[src/rtl/eras_pkg.sv]
package eras_pkg;

  typedef enum logic {
    ST_IDLE = 1'b0,
    ST_RUN  = 1'b1
  } eras_state_e;

  localparam int LANE_DATA = 0;
  localparam int LANE_CHK  = 1;
  localparam int N_LANES   = 2;

endpackage

[src/rtl/eras_zero_pop.sv]
module eras_zero_pop #(
  parameter int BYTE_W = 8,
  parameter int POP_W  = 4
) (
  input  logic [BYTE_W-1:0] byte_i,
  output logic [POP_W-1:0]  zeros_o
);

  // count of cleared bits in the incoming byte
  always_comb begin
    zeros_o = '0;
    for (int b = 0; b < BYTE_W; b++) begin
      zeros_o = zeros_o + POP_W'(~byte_i[b]);
    end
  end

endmodule

[src/rtl/eras_tally.sv]
module eras_tally #(
  parameter int POP_W = 4,
  parameter int CNT_W = 4,
  parameter int CAP   = 9
) (
  input  logic             clk_i,
  input  logic             rst_n,
  input  logic             clr_i,
  input  logic             add_en_i,
  input  logic [POP_W-1:0] add_i,
  output logic [CNT_W-1:0] cnt_nxt_o
);

  localparam int SUM_W = ((CNT_W > POP_W) ? CNT_W : POP_W) + 1;

  logic [CNT_W-1:0] cnt_q;
  logic [SUM_W-1:0] sum;
  logic             upd;

  assign sum = SUM_W'(cnt_q) + SUM_W'(add_i);
  assign upd = clr_i | add_en_i;

  // next value: clear wins, then a saturating add
  always_comb begin
    if (clr_i) begin
      cnt_nxt_o = '0;
    end else if (add_en_i) begin
      if (sum >= SUM_W'(CAP)) begin
        cnt_nxt_o = CNT_W'(CAP);
      end else begin
        cnt_nxt_o = CNT_W'(sum);
      end
    end else begin
      cnt_nxt_o = cnt_q;
    end
  end

  always_ff @(posedge clk_i or negedge rst_n) begin
    if (!rst_n) begin
      cnt_q <= '0;
    end else if (upd) begin
      cnt_q <= cnt_nxt_o;
    end
  end

endmodule

[src/rtl/eras_verdict.sv]
module eras_verdict #(
  parameter int CNT_W  = 4,
  parameter int THRESH = 8
) (
  input  logic [CNT_W-1:0] data_cnt_i,
  input  logic [CNT_W-1:0] chk_cnt_i,
  output logic             over_o,
  output logic             fill_o,
  output logic [CNT_W-1:0] flips_o
);

  logic [CNT_W:0] total;

  assign total   = (CNT_W+1)'(data_cnt_i) + (CNT_W+1)'(chk_cnt_i);
  assign over_o  = (32'(total) > THRESH);
  assign flips_o = over_o ? '0 : data_cnt_i;
  assign fill_o  = !over_o && (data_cnt_i != '0);

endmodule

[src/rtl/eras_detect.sv]
module eras_detect #(
  parameter int BYTE_W = 8,
  parameter int THRESH = 8,
  parameter int DEC_W  = 4
) (
  input  logic                              clk_i,
  input  logic                              rst_ni,
  input  logic                              start_i,
  input  logic [DEC_W-1:0]                  dec_err_i,
  input  logic                              byte_valid_i,
  input  logic [BYTE_W-1:0]                 byte_i,
  input  logic                              is_check_i,
  input  logic                              byte_last_i,
  output logic                              done_o,
  output logic                              uncorr_o,
  output logic                              fill_o,
  output logic [$clog2(THRESH+2)-1:0]       flips_o
);

  import eras_pkg::*;

  localparam int POP_W = $clog2(BYTE_W+1);
  localparam int CNT_W = $clog2(THRESH+2);
  localparam int CAP   = THRESH + 1;

  // reset: asserted asynchronously, released on the clock
  logic rst_meta, rst_n;
  always_ff @(posedge clk_i or negedge rst_ni) begin
    if (!rst_ni) begin
      rst_meta <= 1'b0;
      rst_n    <= 1'b0;
    end else begin
      rst_meta <= 1'b1;
      rst_n    <= rst_meta;
    end
  end

  eras_state_e state_q, state_d;
  logic        start_acc, accept, finish;
  logic [POP_W-1:0] zeros;
  logic [CNT_W-1:0] cnt_nxt [N_LANES];
  logic        v_over, v_fill;
  logic [CNT_W-1:0] v_flips;

  logic             done_q, uncorr_q, fill_q;
  logic [CNT_W-1:0] flips_q;
  logic             done_d, uncorr_d, fill_d, res_en;
  logic [CNT_W-1:0] flips_d;

  assign start_acc = start_i && (32'(dec_err_i) > THRESH);
  assign accept    = (state_q == ST_RUN) && byte_valid_i && !start_acc;
  assign finish    = accept && (byte_last_i || v_over);

  eras_zero_pop #(.BYTE_W(BYTE_W), .POP_W(POP_W)) u_pop (
    .byte_i  (byte_i),
    .zeros_o (zeros)
  );

  for (genvar g = 0; g < N_LANES; g++) begin : g_lane
    logic lane_hit;
    assign lane_hit = (g == LANE_CHK) ? is_check_i : !is_check_i;
    eras_tally #(.POP_W(POP_W), .CNT_W(CNT_W), .CAP(CAP)) u_tally (
      .clk_i     (clk_i),
      .rst_n     (rst_n),
      .clr_i     (start_acc),
      .add_en_i  (accept && lane_hit),
      .add_i     (zeros),
      .cnt_nxt_o (cnt_nxt[g])
    );
  end

  eras_verdict #(.CNT_W(CNT_W), .THRESH(THRESH)) u_verdict (
    .data_cnt_i (cnt_nxt[LANE_DATA]),
    .chk_cnt_i  (cnt_nxt[LANE_CHK]),
    .over_o     (v_over),
    .fill_o     (v_fill),
    .flips_o    (v_flips)
  );

  // session control
  always_comb begin
    state_d = state_q;
    if (start_acc) begin
      state_d = ST_RUN;
    end else if (finish) begin
      state_d = ST_IDLE;
    end
  end

  always_ff @(posedge clk_i or negedge rst_n) begin
    if (!rst_n) begin
      state_q <= ST_IDLE;
    end else begin
      state_q <= state_d;
    end
  end

  // result capture
  always_comb begin
    done_d   = finish;
    res_en   = start_acc | finish;
    uncorr_d = 1'b0;
    fill_d   = 1'b0;
    flips_d  = '0;
    if (finish) begin
      uncorr_d = v_over;
      fill_d   = v_fill;
      flips_d  = v_flips;
    end
  end

  always_ff @(posedge clk_i or negedge rst_n) begin
    if (!rst_n) begin
      done_q <= 1'b0;
    end else begin
      done_q <= done_d;
    end
  end

  always_ff @(posedge clk_i or negedge rst_n) begin
    if (!rst_n) begin
      uncorr_q <= 1'b0;
      fill_q   <= 1'b0;
      flips_q  <= '0;
    end else if (res_en) begin
      uncorr_q <= uncorr_d;
      fill_q   <= fill_d;
      flips_q  <= flips_d;
    end
  end

  assign done_o   = done_q;
  assign uncorr_o = uncorr_q;
  assign fill_o   = fill_q;
  assign flips_o  = flips_q;

endmodule

[config.mk]
export PLATFORM = sky130hd
export DESIGN_NAME = eras_detect
export DESIGN_NICKNAME = d
export VERILOG_FILES = /design/src/rtl/eras_pkg.sv /design/src/rtl/eras_zero_pop.sv /design/src/rtl/eras_tally.sv /design/src/rtl/eras_verdict.sv /design/src/rtl/eras_detect.sv
export SDC_FILE = /design/constraint.sdc
export NUM_CORES = 1
export LEC_CHECK = 0
export ABC_AREA = 0
export BUFFER_PORTS_ARGS = -buffer_cell sky130_fd_sc_hd__buf_2
export CAP_MARGIN = 20
export CELL_PAD_IN_SITES_DETAIL_PLACEMENT = 1
export CELL_PAD_IN_SITES_GLOBAL_PLACEMENT = 1
export CORE_MARGIN = 2
export CORE_UTILIZATION = 47
export DETAILED_ROUTE_END_ITERATION = 7
export PLACE_DENSITY = 0.82
export SYNTH_ARGS = -nofsm -noshare
export SYNTH_HDL_FRONTEND = slang
export SYNTH_SLANG_ARGS = --single-unit
[constraint.sdc]
create_clock -name clk_i -period 1.4 [get_ports clk_i]
set_input_delay 0.14 -clock clk_i [delete_from_list [all_inputs] [get_ports clk_i]]
set_output_delay 0.14 -clock clk_i [all_outputs]
set_load 0.02 [all_outputs]
==> results_tabular.tex, run 1 <==
\begin{tabular}{lr}
\hline
Metric & Value \\
\hline
\multicolumn{2}{l}{\textbf{Outcome}} \\
\quad Status & did not finish \\
\quad Stop stage & 4\_1\_cts \\
\quad First error & [ERROR DPL-0033] detailed placement checks failed during check placement. \\
\multicolumn{2}{l}{\textbf{Logic synthesis}} \\
\quad Mapped Cells & 154 \\
\quad Post-synth EDFFs & 0 \\
\quad Async SR Flop Fraction & 100\% \\
\quad Yosys synthesis warning count & 0 \\
\quad Register bit count reported by yosys & 18 \\
\quad Share of synthesized area occupied by flip-flops and latches & 29.6\% \\
\quad Netlist cell types & 52 \\
\quad Post-synthesis area per instance & 9.89 µm² \\
\quad Synthesized net count & 193 \\
\quad Predominant post-synthesis flop cell & dfrtp\_1 \\
\quad Combined area of all synthesized cells & 1520 µm² \\
\multicolumn{2}{l}{\textbf{CTS}} \\
\quad Root cell of the clock tree & clkbuf\_4 \\
\quad Maximum clock insertion buffer count & 2 \\
\quad Number of clock sinks & 18 \\
\quad Count of instances resized after the clock tree is built & 41 \\
\quad Number of buffers inserted by post-CTS setup repair & 13 \\
\quad Quantity of hold-fixing buffers added after cts & 1 \\
\quad CTS buffer count & 3 \\
\quad CTS HTree Levels & 1 \\
\multicolumn{2}{l}{\textbf{Die}} \\
\quad Die Height & 60.9 µm \\
\quad Initial Utilization & 49.5\% \\
\quad Die outline width & 60.9 µm \\
\quad Count of boundary I/O pins & 25 \\
\quad Number of placement rows & 20 \\
\multicolumn{2}{l}{\textbf{Place}} \\
\quad Estimated wirelength of the detail-placed design & 4680 µm \\
\quad Routability Congestion & 0.880 \\
\quad Total of buffers placed on input and output ports & 24 \\
\hline
\end{tabular}
## cell families after synthesis
group,synth area share (%)
fa+ha+maj,22.1
xor+xnor,3.94
buf+inv,5.92
compound gates,26.0
flops,29.6
other cells,0.246
simple gates,12.2
## through the flow
| step | setup WS [ns] | cell area, µm² | std cells | hold slack [ns] |
|---|---|---|---|---|
| after detailed placement | -4.35 | 2190 | 274 | -0.0729 |
| after floorplan | -3.76 | 1600 | 154 | -0.156 |
| after global placement | -4.13 | 2190 | 274 | -0.0755 |
## cells in the mapped netlist, drive strengths merged (2+ instances only)
| master | n | share of area [%] |
|---|---|---|
| a211oi | 2 | 0.99 |
| a21o | 2 | 0.99 |
| a21oi | 10 | 4.0 |
| a221oi | 2 | 1.2 |
| a31oi | 2 | 0.82 |
| a32o | 4 | 2.6 |
| a32oi | 2 | 1.2 |
| and2 | 3 | 1.2 |
| clkbuf | 2 | 0.49 |
| dfrtp | 18 | 30 |
| fa | 7 | 9.2 |
| ha | 14 | 12 |
| inv | 22 | 5.4 |
| maj3 | 2 | 1.4 |
| nand2 | 8 | 2.0 |
| nand3 | 3 | 1.3 |
| nor2 | 7 | 2.2 |
| nor2b | 2 | 0.82 |
| o21a | 2 | 0.99 |
| o21ai | 5 | 1.6 |
| o22ai | 6 | 2.5 |
| o311ai | 2 | 2.3 |
| or3 | 2 | 0.82 |
| xnor2 | 4 | 2.3 |
| xor2 | 2 | 1.6 |
==> run 2: changes to the inputs <==
--- a/config.mk
+++ b/config.mk
@@ -8,12 +8,10 @@
 export ABC_AREA = 0
 export BUFFER_PORTS_ARGS = -buffer_cell sky130_fd_sc_hd__buf_2
 export CAP_MARGIN = 20
-export CELL_PAD_IN_SITES_DETAIL_PLACEMENT = 1
-export CELL_PAD_IN_SITES_GLOBAL_PLACEMENT = 1
 export CORE_MARGIN = 2
-export CORE_UTILIZATION = 47
+export CORE_UTILIZATION = 40
 export DETAILED_ROUTE_END_ITERATION = 7
-export PLACE_DENSITY = 0.82
+export PLACE_DENSITY_LB_ADDON = 0.15
 export SYNTH_ARGS = -nofsm -noshare
 export SYNTH_HDL_FRONTEND = slang
 export SYNTH_SLANG_ARGS = --single-unit
==> results_tabular.tex, run 2 <==
\begin{tabular}{lr}
\hline
Metric & Value \\
\hline
\multicolumn{2}{l}{\textbf{Global route}} \\
\quad Overall track demand over capacity in global routing & 21.6\% \\
\quad Via count of the first global-routing pass & 1640 \\
\quad Largest net degree at the start of global routing & 17 \\
\quad Antenna violations before repair & 0 \\
\quad Overall overflow remaining after global route & 0 \\
\quad First-pass GRT wire length & 7170 µm \\
\multicolumn{2}{l}{\textbf{Timing}} \\
\quad Final Max Slew Viols & 0 \\
\quad Setup tns final & -49.20 ns \\
\quad Fin Clk Skew & 0.00205 ns \\
\quad Fmax & 192 MHz \\
\quad Fin crit share & 372\% \\
\quad Worst Setup Slack, final & -3.81 ns \\
\quad Final critical delay including setup and external delays & 5.21 ns \\
\quad Setup repair after global routing missed its margin & yes \\
\quad Number of failing setup endpoints in the final timing report & 16 \\
\quad Final hold vios & 0 \\
\multicolumn{2}{l}{\textbf{CTS}} \\
\quad Root cell of the clock tree & clkbuf\_8 \\
\quad CTS buffer count & 3 (unchanged) \\
\quad Number of clock sinks & 18 (unchanged) \\
\quad Maximum clock insertion buffer count & 2 (unchanged) \\
\quad Clock latency on the worst-skew pair & 0.25 ns \\
\quad CTS clk-pin slew, worst paths & 0.07 ns \\
\quad CTS HTree Levels & 1 (unchanged) \\
\quad CTS tree & yes \\
\multicolumn{2}{l}{\textbf{Outcome}} \\
\quad Status & finished, violations left \\
\quad Failing checks & negative setup slack \\
\multicolumn{2}{l}{\textbf{Worst setup path}} \\
\quad Stage delay of the slowest cell on the critical path & 0.54 ns \\
\quad CP startpoint kind & input pin \\
\quad Standard cell with the maximum stage delay on the critical path & fa\_1 \\
\quad Largest fanout on the critical path & 6 \\
\quad Data arrival, critical path & 5.35 ns \\
\quad Cell family with the largest share of critical-path delay & adder cells \\
\quad WP buf/inv & 4 \\
\quad Data required time at the worst endpoint & 1.53 ns \\
\quad Endpoint class of the critical path & flip-flop \\
\quad Worst setup path category & input pin to flip-flop \\
\quad Worst path most repeated cell & fa\_1 \\
\quad Cell Chain, Critical Path & buf\_6, fa\_1, inv\_1, fa\_1, fa\_1, ha\_2, inv\_2, fa\_1, inv\_2, ha\_4, a21o\_1, a21oi\_2, xnor2\_1, o31ai\_1, o2111a\_2, a32o\_2, ha\_1, a21oi\_2, maj3\_2, or3\_4, a22o\_4, a21oi\_4, o22ai\_1 \\
\multicolumn{2}{l}{\textbf{Logic synthesis}} \\
\quad Yosys synthesis warning count & 0 (unchanged) \\
\quad Mapped Cells & 154 (unchanged) \\
\quad Post-synthesis cell type with the largest combined area & dfrtp\_1 \\
\quad Post-synth EDFFs & 0 (unchanged) \\
\quad Predominant post-synthesis flop cell & dfrtp\_1 \\
\quad Synthesized net count & 193 (unchanged) \\
\quad Most numerous cell in the Yosys netlist & inv\_1 \\
\quad Share of synthesized area occupied by flip-flops and latches & 29.6\% (unchanged) \\
\quad Combined area of all synthesized cells & 1520 µm² (unchanged) \\
\quad Yosys top cell area share & 29.6\% (unchanged) \\
\quad Post-synthesis area per instance & 9.89 µm² (unchanged) \\
\quad Cell types occupying the most area after synthesis & dfrtp\_1, ha\_1, fa\_1 \\
\quad Netlist cell types & 52 (unchanged) \\
\quad Async SR Flop Fraction & 100\% (unchanged) \\
\quad Most numerous cell types in the synthesized netlist & inv\_1, dfrtp\_1, ha\_1 \\
\quad Register bit count reported by yosys & 18 (unchanged) \\
\multicolumn{2}{l}{\textbf{Power}} \\
\quad Clock network fraction of total power & 8.7\% \\
\quad Total power & 4890 µW \\
\quad Cell Pwr Density & 2020 nW/µm² \\
\quad Fraction of power spent switching nets & 42.7\% \\
\quad Leakage Power & 0.00117 µW \\
\quad Worst IR drop on VDD & 1.13 mV \\
\quad Combinational group share of total power & 74.8\% \\
\quad Internal cell power & 2800 µW \\
\quad Total net switching power & 2090 µW \\
\quad Sequential share of power & 16.5\% \\
\multicolumn{2}{l}{\textbf{Layout}} \\
\quad Register name with the most flops & g\_lane.u\_tally.cnt\_q \\
\quad Antenna diode count & 0 \\
\quad Most common library cell in the layout ignoring fill and taps & buf\_4 \\
\quad Final \#Nets & 279 \\
\quad Area of all placed cells without fillers & 2430 µm² \\
\quad Ratio of cells with drive above 1 in the final layout & 54.0\% \\
\quad Area Overhead vs Synth & 59.3\% \\
\quad Commonest non-fill, non-tap cells in the layout & buf\_4, buf\_2, inv\_1, dfrtp\_1, ha\_1 \\
\quad Number of flip-flops in the largest register & 8 \\
\multicolumn{2}{l}{\textbf{Place}} \\
\quad Post-DP Area & 2170 µm² (-0.69\%) \\
\quad Total of buffers placed on input and output ports & 24 (unchanged) \\
\quad Worst slack at placement & -4.22 ns (+0.128 ns) \\
\quad Estimated wirelength of the detail-placed design & 3420 µm (-27\%) \\
\quad Routability Congestion & 0.878 (-0.26\%) \\
\multicolumn{2}{l}{\textbf{Detailed routing}} \\
\quad Vias per inst & 5.26 \\
\quad Uppermost metal layer occupied by signal nets & met4 \\
\quad Violation count after the first detailed-route iteration & 46 \\
\quad Drc violations & 0 \\
\quad Routed Antenna Nets & 0 \\
\quad Routed metal-1 wirelength & 1810 µm \\
\quad Detailed-route wire length & 4220 µm \\
\quad Count of vias placed by the detailed router & 1509 \\
\quad Met3 routed WL & 111 µm \\
\quad Detailed-routing iteration count for the pre-antenna-repair pass & 4 \\
\quad Post-DR wirelength/cell & 14.7 µm \\
\quad Met2 Wirelength & 2220 µm \\
\multicolumn{2}{l}{\textbf{Flow run}} \\
\quad Max-capacitance violation count & 0 \\
\multicolumn{2}{l}{\textbf{Die}} \\
\quad Full die area & 4320 µm² \\
\quad Die outline width & 65.7 µm (+7.8\%) \\
\quad Count of boundary I/O pins & 25 (unchanged) \\
\quad Number of placement rows & 22 (+10\%) \\
\quad Std-Cell Core Area & 3660 µm² \\
\quad Initial Utilization & 41.6\% (-7.9 points) \\
\quad Die Height & 65.7 µm (+7.8\%) \\
\multicolumn{2}{l}{\textbf{Min path}} \\
\quad Worst Hold Class & flip-flop to asynchronous set/reset pin \\
\hline
\end{tabular}
run 2: cell counts after synthesis:
No cell type changed its count.
run 2: layout make-up:
| type | count | area, µm² |
|---|---|---|
| fill | 304 | 1230 |
| tap | 48 | 60.1 |
| timing repair buffer | 83 | 587 |
| multi-input combinational | 112 | 1190 |
| inverter | 22 | 82.6 |
| sequential | 18 | 450 |
| clock buffer | 4 | 55.1 |
run 2: kinds of logic after synthesis:
family	synth area share, %
compound gates	26.0
xor+xnor	3.94
fa+ha+maj	22.1
buf+inv	5.92
flops	29.6
other cells	0.246
simple gates	12.2
run 2: layer usage:
metal / GRT usage, % / vias up
li1: - / 740
met1: 26.6 / 731
met2: 39.1 / 31
met3: 1.54 / 7
met4: 7.55 / 0
met5: 0 / -
run 2: power groups by stage:
stage | Sequential [µW] | Clock, µW | Combinational, µW
finish | 805 | 428 | 3660
floorplan | 846 | 0 | 1730
detailed placement | 802 | 0 | 3120
global route | 821 | 466 | 3950
CTS | 803 | 441 | 3460
global placement | 799 | 0 | 3020
run 2: worst paths after layout:
kind | start | to | slack (ns) | depth (start not counted)
min reg2reg | rst_n | g_lane[0].u_tally.cnt_q[3] | 0.18 | 1
min | rst_n | g_lane[0].u_tally.cnt_q[3] | 0.18 | 1
max reg2reg | g_lane[0].u_tally.cnt_q[0] | flips_o[2] | -2.08 | 14
min in group clk_i | byte_last_i | uncorr_o | 0.26 | 3
max | byte_i[0] | flips_o[2] | -3.81 | 23
max in group asynchronous | rst_n | g_lane[1].u_tally.cnt_q[0] | 1.03 | 1
run 2: timing repair:
action                                 4_1_cts  5_1_grt
setup endpoints to repair                   16       16
endpoints found under the hold margin        2        0
hold buffers                                 1        0
setup buffers                                3        3
resized for setup                           20        8
cloned                                       0        0
pin swaps                                   12        6
run 2: through the flow:
step           cells  hold WS [ns]  util, %
6_report         287         0.184     66.3
5_1_grt          287         0.207     66.3
4_1_cts          285         0.188     64.4
3_5_place_dp     278       -0.0743     59.4
3_3_place_gp     278       -0.0750     59.4
2_1_floorplan    154        -0.156        -
No activity file was read; power rests on OpenSTA's default activity.
